`src/rtl/blkcpy_pkg.sv`:
```
package blkcpy_pkg;
  localparam int OP_DESC_BIT = 0;
  localparam int OP_REP_BIT  = 1;

  localparam logic [7:0] FLG_SUB  = 8'h02;
  localparam logic [7:0] FLG_PV   = 8'h04;
  localparam logic [7:0] FLG_HALF = 8'h10;
  localparam logic [7:0] FLG_CLR  = FLG_SUB | FLG_PV | FLG_HALF;

  localparam int unsigned BYTE_COST  = 21;
  localparam int unsigned END_REFUND = 5;

  typedef enum logic [1:0] {
    SEQ_IDLE = 2'd0,
    SEQ_RD   = 2'd1,
    SEQ_WR   = 2'd2
  } seq_state_e;
endpackage

```
`src/rtl/blkcpy_mem_seq.sv`:
```
module blkcpy_mem_seq
  import blkcpy_pkg::*;
#(
  parameter int AW = 16,
  parameter int DW = 8
) (
  input  logic          clk_i,
  input  logic          rst_ni,
  input  logic          go_i,
  input  logic          more_i,
  input  logic [AW-1:0] rd_addr_i,
  input  logic [AW-1:0] wr_addr_i,
  output logic          mem_req_o,
  output logic          mem_we_o,
  output logic [AW-1:0] mem_addr_o,
  output logic [DW-1:0] mem_wdata_o,
  input  logic [DW-1:0] mem_rdata_i,
  input  logic          mem_ack_i,
  output logic          byte_done_o
);
  seq_state_e    state_q, state_d;
  logic [DW-1:0] data_q;
  logic          held_q;

  always_comb begin
    state_d = state_q;
    unique case (state_q)
      SEQ_IDLE: if (go_i) state_d = SEQ_RD;
      SEQ_RD:   if (mem_ack_i) state_d = SEQ_WR;
      SEQ_WR:   if (mem_ack_i) state_d = more_i ? SEQ_RD : SEQ_IDLE;
      default:  state_d = SEQ_IDLE;
    endcase
  end

  always_ff @(posedge clk_i or negedge rst_ni) begin
    if (!rst_ni) begin
      state_q <= SEQ_IDLE;
      data_q  <= '0;
      held_q  <= 1'b0;
    end else begin
      state_q <= state_d;
      if (state_q == SEQ_RD && mem_ack_i) begin
        data_q <= mem_rdata_i;
        held_q <= 1'b1;
      end else if (state_q == SEQ_WR && mem_ack_i) begin
        held_q <= 1'b0;
      end
    end
  end

  assign mem_req_o   = (state_q == SEQ_RD) || (state_q == SEQ_WR);
  assign mem_we_o    = (state_q == SEQ_WR);
  assign mem_addr_o  = (state_q == SEQ_WR) ? wr_addr_i : rd_addr_i;
  assign mem_wdata_o = data_q;
  assign byte_done_o = (state_q == SEQ_WR) && mem_ack_i;


  wr_after_rd_chk: assert property (@(posedge clk_i) disable iff (!rst_ni)
    (mem_req_o && mem_we_o) |-> held_q);

  wr_data_chk: assert property (@(posedge clk_i) disable iff (!rst_ni)
    (mem_req_o && !mem_we_o && mem_ack_i) |=> (mem_we_o && mem_wdata_o == $past(mem_rdata_i)));
endmodule

```
`src/rtl/blkcpy_ptr_unit.sv`:
```
module blkcpy_ptr_unit #(
  parameter int AW = 16,
  parameter int CNT_W = 16
) (
  input  logic             clk_i,
  input  logic             rst_ni,
  input  logic             load_i,
  input  logic             step_i,
  input  logic             desc_i,
  input  logic [AW-1:0]    src_i,
  input  logic [AW-1:0]    dst_i,
  input  logic [CNT_W-1:0] cnt_i,
  output logic [AW-1:0]    src_o,
  output logic [AW-1:0]    dst_o,
  output logic [CNT_W-1:0] cnt_o
);
  logic [AW-1:0]    src_q, dst_q;
  logic [CNT_W-1:0] cnt_q;
  logic [AW-1:0]    delta;

  // two's-complement step: +1 or all-ones (-1), wraps modulo 2**AW
  assign delta = desc_i ? {AW{1'b1}} : AW'(1);

  always_ff @(posedge clk_i or negedge rst_ni) begin
    if (!rst_ni) begin
      src_q <= '0;
      dst_q <= '0;
      cnt_q <= '0;
    end else if (load_i) begin
      src_q <= src_i;
      dst_q <= dst_i;
      cnt_q <= cnt_i;
    end else if (step_i) begin
      src_q <= src_q + delta;
      dst_q <= dst_q + delta;
      cnt_q <= cnt_q - CNT_W'(1);
    end
  end

  assign src_o = src_q;
  assign dst_o = dst_q;
  assign cnt_o = cnt_q;


  ptr_lockstep_chk: assert property (@(posedge clk_i) disable iff (!rst_ni)
    (step_i && !load_i) |=> (AW'(src_q - $past(src_q)) == AW'(dst_q - $past(dst_q))));

  cnt_dec_chk: assert property (@(posedge clk_i) disable iff (!rst_ni)
    (step_i && !load_i) |=> (CNT_W'($past(cnt_q) - cnt_q) == CNT_W'(1)));
endmodule

```
`src/rtl/blkcpy_acct.sv`:
```
module blkcpy_acct
  import blkcpy_pkg::*;
#(
  parameter int CYC_W = 24
) (
  input  logic             clk_i,
  input  logic             rst_ni,
  input  logic             load_i,
  input  logic [7:0]       flags_i,
  input  logic             rep_i,
  input  logic             step_i,
  input  logic             last_i,
  input  logic             cnt_zero_i,
  output logic [CYC_W-1:0] used_next_o,
  output logic [CYC_W-1:0] cycles_o,
  output logic [7:0]       flags_o,
  output logic             rewind_o
);
  logic [CYC_W-1:0] cyc_q;
  logic [7:0]       flg_q;
  logic             rew_q;
  logic [7:0]       flg_base;

  assign used_next_o = cyc_q + CYC_W'(BYTE_COST);
  assign flg_base    = flg_q & ~FLG_CLR;

  always_ff @(posedge clk_i or negedge rst_ni) begin
    if (!rst_ni) begin
      cyc_q <= '0;
      flg_q <= '0;
      rew_q <= 1'b0;
    end else if (load_i) begin
      cyc_q <= '0;
      flg_q <= flags_i;
      rew_q <= 1'b0;
    end else if (step_i) begin
      if (rep_i) begin
        cyc_q <= (last_i && cnt_zero_i) ? used_next_o - CYC_W'(END_REFUND) : used_next_o;
      end
      if (last_i) begin
        if (!rep_i) begin
          flg_q <= flg_base | (cnt_zero_i ? 8'h00 : FLG_PV);
          rew_q <= 1'b0;
        end else begin
          flg_q <= flg_base | (cnt_zero_i ? 8'h00 : FLG_SUB);
          rew_q <= !cnt_zero_i;
        end
      end
    end
  end

  assign cycles_o = cyc_q;
  assign flags_o  = flg_q;
  assign rewind_o = rew_q;


  rewind_sub_chk: assert property (@(posedge clk_i) disable iff (!rst_ni)
    rewind_o |-> ((flags_o & FLG_CLR) == FLG_SUB));

  single_free_chk: assert property (@(posedge clk_i) disable iff (!rst_ni)
    (!rep_i && !load_i) |=> (cycles_o == '0));
endmodule

```
`src/rtl/blkcpy_engine.sv`:
```
module blkcpy_engine
  import blkcpy_pkg::*;
#(
  parameter int AW    = 16,
  parameter int DW    = 8,
  parameter int CNT_W = 16,
  parameter int CYC_W = 24
) (
  input  logic             clk_i,
  input  logic             rst_ni,
  input  logic             start_i,
  input  logic [1:0]       op_i,
  input  logic [AW-1:0]    src_i,
  input  logic [AW-1:0]    dst_i,
  input  logic [CNT_W-1:0] cnt_i,
  input  logic [7:0]       flags_i,
  input  logic [CYC_W-1:0] budget_i,
  output logic             mem_req_o,
  output logic             mem_we_o,
  output logic [AW-1:0]    mem_addr_o,
  output logic [DW-1:0]    mem_wdata_o,
  input  logic [DW-1:0]    mem_rdata_i,
  input  logic             mem_ack_i,
  output logic             busy_o,
  output logic             done_o,
  output logic [AW-1:0]    src_o,
  output logic [AW-1:0]    dst_o,
  output logic [CNT_W-1:0] cnt_o,
  output logic [7:0]       flags_o,
  output logic [CYC_W-1:0] cycles_o,
  output logic             rewind_o
);
  logic             busy_q, done_q;
  logic [1:0]       op_q;
  logic [CYC_W-1:0] budget_q;
  logic             accept, step, last, more, cnt_zero;
  logic [CNT_W-1:0] cnt_next;
  logic [CYC_W-1:0] used_next;

  assign accept   = start_i && !busy_q;
  assign cnt_next = cnt_o - CNT_W'(1);
  assign cnt_zero = (cnt_next == '0);
  assign more     = op_q[OP_REP_BIT] && !cnt_zero && (used_next < budget_q);
  assign last     = step && !more;

  always_ff @(posedge clk_i or negedge rst_ni) begin
    if (!rst_ni) begin
      busy_q   <= 1'b0;
      done_q   <= 1'b0;
      op_q     <= '0;
      budget_q <= '0;
    end else begin
      done_q <= last;
      if (accept) begin
        busy_q   <= 1'b1;
        op_q     <= op_i;
        budget_q <= budget_i;
      end else if (last) begin
        busy_q <= 1'b0;
      end
    end
  end

  blkcpy_mem_seq #(.AW(AW), .DW(DW)) u_seq (
    .clk_i       (clk_i),
    .rst_ni      (rst_ni),
    .go_i        (accept),
    .more_i      (more),
    .rd_addr_i   (src_o),
    .wr_addr_i   (dst_o),
    .mem_req_o   (mem_req_o),
    .mem_we_o    (mem_we_o),
    .mem_addr_o  (mem_addr_o),
    .mem_wdata_o (mem_wdata_o),
    .mem_rdata_i (mem_rdata_i),
    .mem_ack_i   (mem_ack_i),
    .byte_done_o (step)
  );

  blkcpy_ptr_unit #(.AW(AW), .CNT_W(CNT_W)) u_ptr (
    .clk_i  (clk_i),
    .rst_ni (rst_ni),
    .load_i (accept),
    .step_i (step),
    .desc_i (op_q[OP_DESC_BIT]),
    .src_i  (src_i),
    .dst_i  (dst_i),
    .cnt_i  (cnt_i),
    .src_o  (src_o),
    .dst_o  (dst_o),
    .cnt_o  (cnt_o)
  );

  blkcpy_acct #(.CYC_W(CYC_W)) u_acct (
    .clk_i       (clk_i),
    .rst_ni      (rst_ni),
    .load_i      (accept),
    .flags_i     (flags_i),
    .rep_i       (op_q[OP_REP_BIT]),
    .step_i      (step),
    .last_i      (last),
    .cnt_zero_i  (cnt_zero),
    .used_next_o (used_next),
    .cycles_o    (cycles_o),
    .flags_o     (flags_o),
    .rewind_o    (rewind_o)
  );

  assign busy_o = busy_q;
  assign done_o = done_q;


  done_pulse_chk: assert property (@(posedge clk_i) disable iff (!rst_ni)
    done_o |=> !done_o);

  done_idle_chk: assert property (@(posedge clk_i) disable iff (!rst_ni)
    done_o |-> !busy_o);

  rewind_budget_chk: assert property (@(posedge clk_i) disable iff (!rst_ni)
    (done_o && rewind_o) |-> (cycles_o >= budget_q));

  op_hold_chk: assert property (@(posedge clk_i) disable iff (!rst_ni)
    (busy_o && $past(busy_o)) |-> $stable(op_q));

  idle_quiet_chk: assert property (@(posedge clk_i) disable iff (!rst_ni)
    !busy_o |-> !mem_req_o);
endmodule

```
`config.mk`:
```
export PLATFORM = sky130hd
export DESIGN_NAME = blkcpy_engine
export DESIGN_NICKNAME = d
export VERILOG_FILES = /design/src/rtl/blkcpy_pkg.sv /design/src/rtl/blkcpy_mem_seq.sv /design/src/rtl/blkcpy_ptr_unit.sv /design/src/rtl/blkcpy_acct.sv /design/src/rtl/blkcpy_engine.sv
export SDC_FILE = /design/constraint.sdc
export NUM_CORES = 1
export LEC_CHECK = 0
export ABC_AREA = 1
export BUFFER_PORTS_ARGS = -buffer_cell sky130_fd_sc_hd__buf_4
export CAP_MARGIN = 20
export CORE_MARGIN = 1.5
export CORE_UTILIZATION = 56
export CTS_CLUSTER_DIAMETER = 30
export DETAILED_ROUTE_END_ITERATION = 12
export PLACE_DENSITY = 0.88
export SLEW_MARGIN = 30
export SYNTH_ARGS = -nofsm -noshare
export SYNTH_HDL_FRONTEND = slang
export SYNTH_SLANG_ARGS = --single-unit
```
`constraint.sdc`:
```
create_clock -name clk_i -period 4 [get_ports clk_i]
set_clock_uncertainty 0.15 [all_clocks]
set_input_delay 0.4 -clock clk_i [delete_from_list [all_inputs] [get_ports clk_i]]
set_output_delay 0.4 -clock clk_i [all_outputs]
set_load 0.05 [all_outputs]
```
# After elaboration in Yosys (flattened, before gate mapping)
# Index checks and enable logic that the tools add are counted.
dict set report classes {
  n_addsub 5
  magnitude_cmp 1
  eq_ne 5
  n_mux 29
  bitwise 2
  n_reduce_logical 19
}
# cell count
set ops {}
lappend ops {{$mux 16} 8}
lappend ops {{$mux 24} 4}
lappend ops {{$add 16x16->16} 2}
lappend ops {{$mux 8} 4}
lappend ops {{$add 24x5->24 const B} 1}
lappend ops {{$lt 24x24->1} 1}
lappend ops {{$sub 24x3->24 const B} 1}
lappend ops {{$logic_not 16->1} 1}
lappend ops {{$or 8x8->8} 2}
lappend ops {{$sub 16x1->16 const B} 1}
lappend ops {{$mux 2} 4}
lappend ops {{$logic_and 1x1->1} 7}
lappend ops {{$mux 1} 7}
lappend ops {{$pmux 2 s3} 1}
lappend ops {{$reduce_bool 2->1} 3}
lappend ops {{$ne 2x2->1 const B} 2}
lappend ops {{$reduce_and 2->1} 2}
lappend ops {{$logic_not 1->1} 3}
lappend ops {{$mux 3} 1}
lappend ops {{$reduce_and 3->1} 1}
lappend ops {{$eq 2x1->1 const B} 1}
lappend ops {{$eq 2x2->1 const B} 1}
lappend ops {{$logic_not 2->1} 1}
lappend ops {{$ne 2x1->1 const B} 1}
lappend ops {{$logic_or 1x1->1} 1}
dict set report word_totals {
  register_bits 119
  input_bits 94
  output_inout_bits 109
  word_cells 73
}

# Depth between registers and ports, before layout
dict set report depth {
  ltp_word 12
  ltp_mapped 26
  depth_no_buf 26
}

# Modules after synthesis
# From an unflattened synthesis, not the netlist that was laid out.
dict set report unflattened {
  hier_cells 1369
  hier_area_um2 9286.4
}
# module n_inst cells_each area_per_inst_um2 seq_area_each_um2
set by_module_without_submodules {}
lappend by_module_without_submodules {blkcpy_ptr_unit 1 621 4058.9 1201.2}
lappend by_module_without_submodules {blkcpy_acct 1 440 2727.6 825.8}
lappend by_module_without_submodules {blkcpy_engine 1 224 1717.9 700.7}
lappend by_module_without_submodules {blkcpy_mem_seq 1 84 782.0 250.2}

# Worst setup path after synthesis
# No wires, ideal clock.
dict set report synth_timing {
  path_type {reg2reg}
  start {reg u_acct.cyc_q[3] (netlist: u_acct.cycles_o[3])}
  end {reg u_acct.flg_q[2] (netlist: u_acct.flags_o[2])}
  setup_time_ns 0.126
  arrival_ns 2.993
  required_ns 3.724
  setup_slack_ns 0.731
  path_stages_with_launch 24
  path_buffers 1
  synth_period_minus_slack_ns 3.269
  path_cell_list {dfrtp_1 inv_2 nor2_4 nand2_2 nand2_2 buf_8 nand3_1 nor4_1 xor2_1 inv_1 ha_1 nand2_1 inv_1 nand3_1 inv_1 nand3_1 nor2_1 nand4_1 nand2_1 inv_1 nand2_2 nand2_2 nand3_1 nand3_1}
}
dict set report synth_via {
  elab_chain_len 7
}
# item line_no
set synth_lines {}
lappend synth_lines {{start, declared} blkcpy_acct.sv:19} ;# logic [CYC_W-1:0] cyc_q;
lappend synth_lines {{start signal, assigned} blkcpy_acct.sv:38} ;# cyc_q <= (last_i && cnt_zero_i) ? used_next_o - CYC_W'(END_REFUND) : used_next_o;
lappend synth_lines {{$add 24x5->24} blkcpy_acct.sv:24} ;# assign used_next_o = cyc_q + CYC_W'(BYTE_COST);
lappend synth_lines {{$lt 24x24->1} blkcpy_engine.sv:43} ;# assign more = op_q[OP_REP_BIT] && !cnt_zero && (used_next < budget_q);
lappend synth_lines {{$logic_and 1x1->1} blkcpy_engine.sv:43}
lappend synth_lines {{$logic_not 1->1} blkcpy_engine.sv:44} ;# assign last = step && !more;
lappend synth_lines {{$logic_and 1x1->1} blkcpy_engine.sv:44}
lappend synth_lines {{$reduce_bool 2->1 (no source line)} n/a}
lappend synth_lines {{$reduce_and 2->1 (no source line)} n/a}
lappend synth_lines {{end signal, assigned} blkcpy_acct.sv:34} ;# flg_q <= flags_i;
lappend synth_lines {{end signal, assigned} blkcpy_acct.sv:42} ;# flg_q <= flg_base | (cnt_zero_i ? 8'h00 : FLG_PV);
lappend synth_lines {{end signal, assigned} blkcpy_acct.sv:45} ;# flg_q <= flg_base | (cnt_zero_i ? 8'h00 : FLG_SUB);
lappend synth_lines {{end, declared} blkcpy_acct.sv:20} ;# logic [7:0] flg_q;
# Every way passes these cells.
# A chain may end at the register's enable or synchronous reset.

# Worst setup path after layout
dict set report layout_timing {
  start {reg u_acct.cyc_q[0] (netlist: u_acct.cycles_o[0])}
  end {reg u_acct.flg_q[2] (netlist: u_acct.flags_o[2])}
}
dict set report layout_via {
  elab_chain_len 7
}
# item line_no
set layout_lines {}
lappend layout_lines {{$add 24x5->24} blkcpy_acct.sv:24}
lappend layout_lines {{$lt 24x24->1} blkcpy_engine.sv:43}
lappend layout_lines {{$logic_and 1x1->1} blkcpy_engine.sv:43}
lappend layout_lines {{$logic_not 1->1} blkcpy_engine.sv:44}
lappend layout_lines {{$logic_and 1x1->1} blkcpy_engine.sv:44}
lappend layout_lines {{net last} blkcpy_engine.sv:36} ;# logic accept, step, last, more, cnt_zero;
lappend layout_lines {{$reduce_bool 2->1 (no source line)} n/a}
lappend layout_lines {{$reduce_and 2->1 (no source line)} n/a}
# The timed path passes the listed nets, and every way through them passes these cells.

==> results.ini <==
[routing]
num_vias = 9995
routed_wl_mm = 29.60
firstDrtPassIters = 5
drt-initial-drc-count = 813
vias_per_cell = 5.685
drc_errors = 0
wl_per_cell_um = 16.84
ant_nets = 0

[pwr]
vdd_drop_max_uv = 990.4
power.total_w = 0.01155
power.static_leakage_nw = 6.140
cellPowerDensity_mw_per_mm2 = 1003

[critical_path]
cp_max_fo = 8
worstSetupPathType = reg -> reg
worstPathRequired_ns = 4.21
slowest_delay_ns = 0.49
crit_slowest_cell = dfrtp_1
end_kind = flop
cp.arrival_ns = 3.86
cp_cell_sequence = ha_1 -> nor2_1 -> nor2_2 -> nand3_1 -> nand2_1 -> nand3_1 -> o21ai_2 -> inv_1 -> ha_1 -> nand2_1 -> inv_1 -> nand3_1 -> nor2_1 -> nand4_1 -> nand2_1 -> inv_1 -> nand2_2 -> nand2_2 -> inv_2 -> nand3_1 -> nand3_1
cp-start-kind = flop
worst_path_most_repeated_cell = nand3_1

[final_layout]
n_antenna_cell = 0
final_nets = 1682
area_growth_pct = 26.37
layout-drive-gt1-share_pct = 19.39

[timing]
finalCritPeriodShare_pct = 91.14
tightest_slew_ns = 0.9680
min_period_ns = 3.646
fin_ws_ns = 0.3544
drv_slew = 0
final-hold-violation-count = 0
fmax_ghz = 0.2743
setup_viol = 0
max_slew_margin_pct = 35.39

[die]
core-area_mm2 = 0.01589
pin_count = 203
die_w_um = 130.6
num_rows = 46
initial_core_util_pct = 57.39
die_h_um = 130.6
dieArea_mm2 = 0.01705

[logic_synthesis]
syn_area_per_cell_um2 = 6.849
netlist_instances = 1331
synth_cell_types = 52
netlist_area_mm2 = 0.009116
syn_nets = 1484
yosysSeqAreaShare_pct = 32.67
synth_warnings = 0
ys_ff_latch = 119

[global_route]
grt_max_degree = 110
grt_pass1_vias = 9611
grt_pass1_wl_mm = 46.65
antenna_found_initial = 0
grt_usage_pct = 35.33
overflow = 0

[clocking]
clock_path_buffers = 2
root_buffer = clkbuf_16
cts_tree = yes
clkTransAtPathRegs_ns = 0.06
cts.htree.levels = 4
cts_buffers = 17
cts_sinks = 119
clk_latency_ns = 0.43

[placement]
dp_slack_ns = 0.4050
globalplace.congestion = 0.9274
hpwl_mm = 22.32
io_buffer_count = 202

[run_status]
status = finished clean

[run]
maxCapViolCount = 0

[hold_path]
hold_class = in -> reg

-- flip-flops by register name (all words and copies together) (netlist names) --
signal             cells
u_seq.state_q          2
budget_q              24
u_ptr.cnt_o           16
u_ptr.src_o           16
busy_o                 1
u_acct.cycles_o       24
done_o                 1
u_seq.mem_wdata_o      8
op_q                   2
u_ptr.dst_o           16
u_acct.flags_o         8
u_acct.rewind_o        1
-- through the flow --
step | util [%] | TNS, ns | hold WS (ns) | instances | cell area (um^2)
5_1_grt | 72.52 | -0.01075 | 0.01286 | 1758 | 11520
6_report | 72.52 | 0 | 0.01329 | 1758 | 11520
3_5_place_dp | 68.24 | 0 | 0.09509 | 1725 | 10840
2_1_floorplan | - | 0 | -0.04559 | 1331 | 9116
3_3_place_gp | 68.24 | 0 | 0.09386 | 1725 | 10840
4_1_cts | 72.46 | 0 | 0.006971 | 1758 | 11510
-- area by class of cell --
class                           count  area, um^2
Multi-Input combinational cell   1003        5336
Fill cell                        1300        4365
Sequential cell                   119        2978
Timing Repair Buffer              214        1622
Inverter                          174       654.4
Clock buffer                       20       436.7
Tap cell                          216       270.3
Clock inverter                     12       222.7
-- power breakdown --
| part | internal, W | total [W] | switching [W] |
|---|---|---|---|
| clock | 0.00117 | 0.00175 | 0.000585 |
| combinational | 0.00233 | 0.00751 | 0.00518 |
| sequential | 0.00173 | 0.00229 | 0.000564 |
-- synth_stat cells (all sizes together) --
| library cell | number | area, um^2 |
|---|---|---|
| dfrtp | 119 | 2978 |
| o22ai | 10 | 62.56 |
| a21oi | 52 | 260.3 |
| inv | 173 | 649.4 |
| nand3 | 101 | 543.0 |
| or2 | 1 | 6.260 |
| o21a | 2 | 15.01 |
| clkbuf | 24 | 90.09 |
| nor3b | 1 | 7.510 |
| o221ai | 9 | 78.83 |
| ha | 57 | 713.2 |
| nor3 | 14 | 86.34 |
| buf | 11 | 71.30 |
| a22o | 3 | 26.28 |
| o21ai | 99 | 499.2 |
| o21bai | 6 | 45.04 |
| a221o | 1 | 10.01 |
| nand4 | 23 | 150.1 |
| nor4 | 1 | 6.260 |
| and2 | 2 | 12.51 |
| clkinv | 1 | 3.750 |
| o211ai | 19 | 142.6 |
| a21o | 1 | 7.510 |
| xnor2 | 4 | 35.03 |
| mux2 | 8 | 90.09 |
| a31oi | 4 | 25.02 |
| a21boi | 1 | 7.510 |
| a211oi | 3 | 22.52 |
| fa | 2 | 40.04 |
| o31ai | 3 | 22.52 |
| nand2 | 419 | 1610 |
| xor2 | 20 | 193.9 |
| nand3b | 7 | 52.55 |
| a22oi | 1 | 7.510 |
| nor2 | 129 | 544.3 |
-- worst max-delay path: cells and delay by family (launching register included) --
family	cells	cell delay (ns)
buffers and inverters	4	0.34
and+or+nand+nor	14	1.68
adders and majority gates	2	0.61
AOI/OAI and AO/OA	1	0.31
DFF	1	0.49
-- what timing repair did --
item | in CTS | in global routing
buffers inserted | 0 | 0
gates resized for setup | 0 | 2
setup endpoints to repair | 0 | 5
endpoints found under the hold margin | 10 | 0
hold buffers | 1 | 0
-- worst paths after layout --
| kind | slack, ns | end | cells after the start | from |
|---|---|---|---|---|
| worst max register to register | 0.35 | u_acct.flags_o[2]$_DFFE_PN0P_ | 21 | u_acct.cycles_o[0]$_DFFE_PN0P_ |
| worst max-delay path | 0.35 | u_acct.flags_o[2]$_DFFE_PN0P_ | 21 | u_acct.cycles_o[0]$_DFFE_PN0P_ |
| max in group asynchronous | 2.64 | u_acct.cycles_o[19]$_DFFE_PN0P_ | 3 | rst_ni |
| worst min-delay path | 0.01 | u_acct.flags_o[5]$_DFFE_PN0P_ | 3 | flags_i[5] |
| worst min register to register | 0.34 | u_acct.flags_o[0]$_DFFE_PN0P_ | 2 | u_acct.flags_o[0]$_DFFE_PN0P_ |
| min in group asynchronous | 0.20 | u_seq.mem_wdata_o[1]$_DFFE_PN0P_ | 2 | rst_ni |
-- per-layer routing --
layer  routed length, um  global-route usage, %  vias to the layer above
met5                   0                      0                        -
met4                1206                  16.55                        0
met3                2821                  9.202                       98
met2               13860                  58.82                      534
met1               11700                  42.98                     4613
li1                    -                      -                     4750
-- kinds of logic (layout without fill, tap and decap cells) --
kind of cell             Yosys count  after routing  synth area share [%]
AO/OA/AOI/OAI                    214            214                 13.52
XOR/XNOR                          24             24                 2.512
adder cells (fa/ha/maj)           59             59                 8.262
buffers and inverters            209            420                 8.935
flip-flops                       119            119                 32.67
multiplexers                       8              8                0.9882
AND/OR/NAND/NOR                  698            698                 33.12
-- cells in the final DEF, fill, tap and decap left out, types with 5 or more instances in the layout --
master,count
inv_2,7
nand2_1,406
nor2_2,10
o221ai_1,9
inv_1,165
nor3_1,12
o21bai_1,6
buf_4,212
bufinv_16,6
xor2_1,19
nand3_2,5
mux2_2,8
o211ai_1,19
o21ai_0,94
clkbuf_16,17
nand2_2,12
nand3b_1,7
nand4_1,22
o22ai_1,10
ha_1,57
a21oi_1,52
nor2_4,5
nand3_1,95
dfrtp_1,119
nor2_1,114
Note: power is estimated with default switching activity, not from simulation.
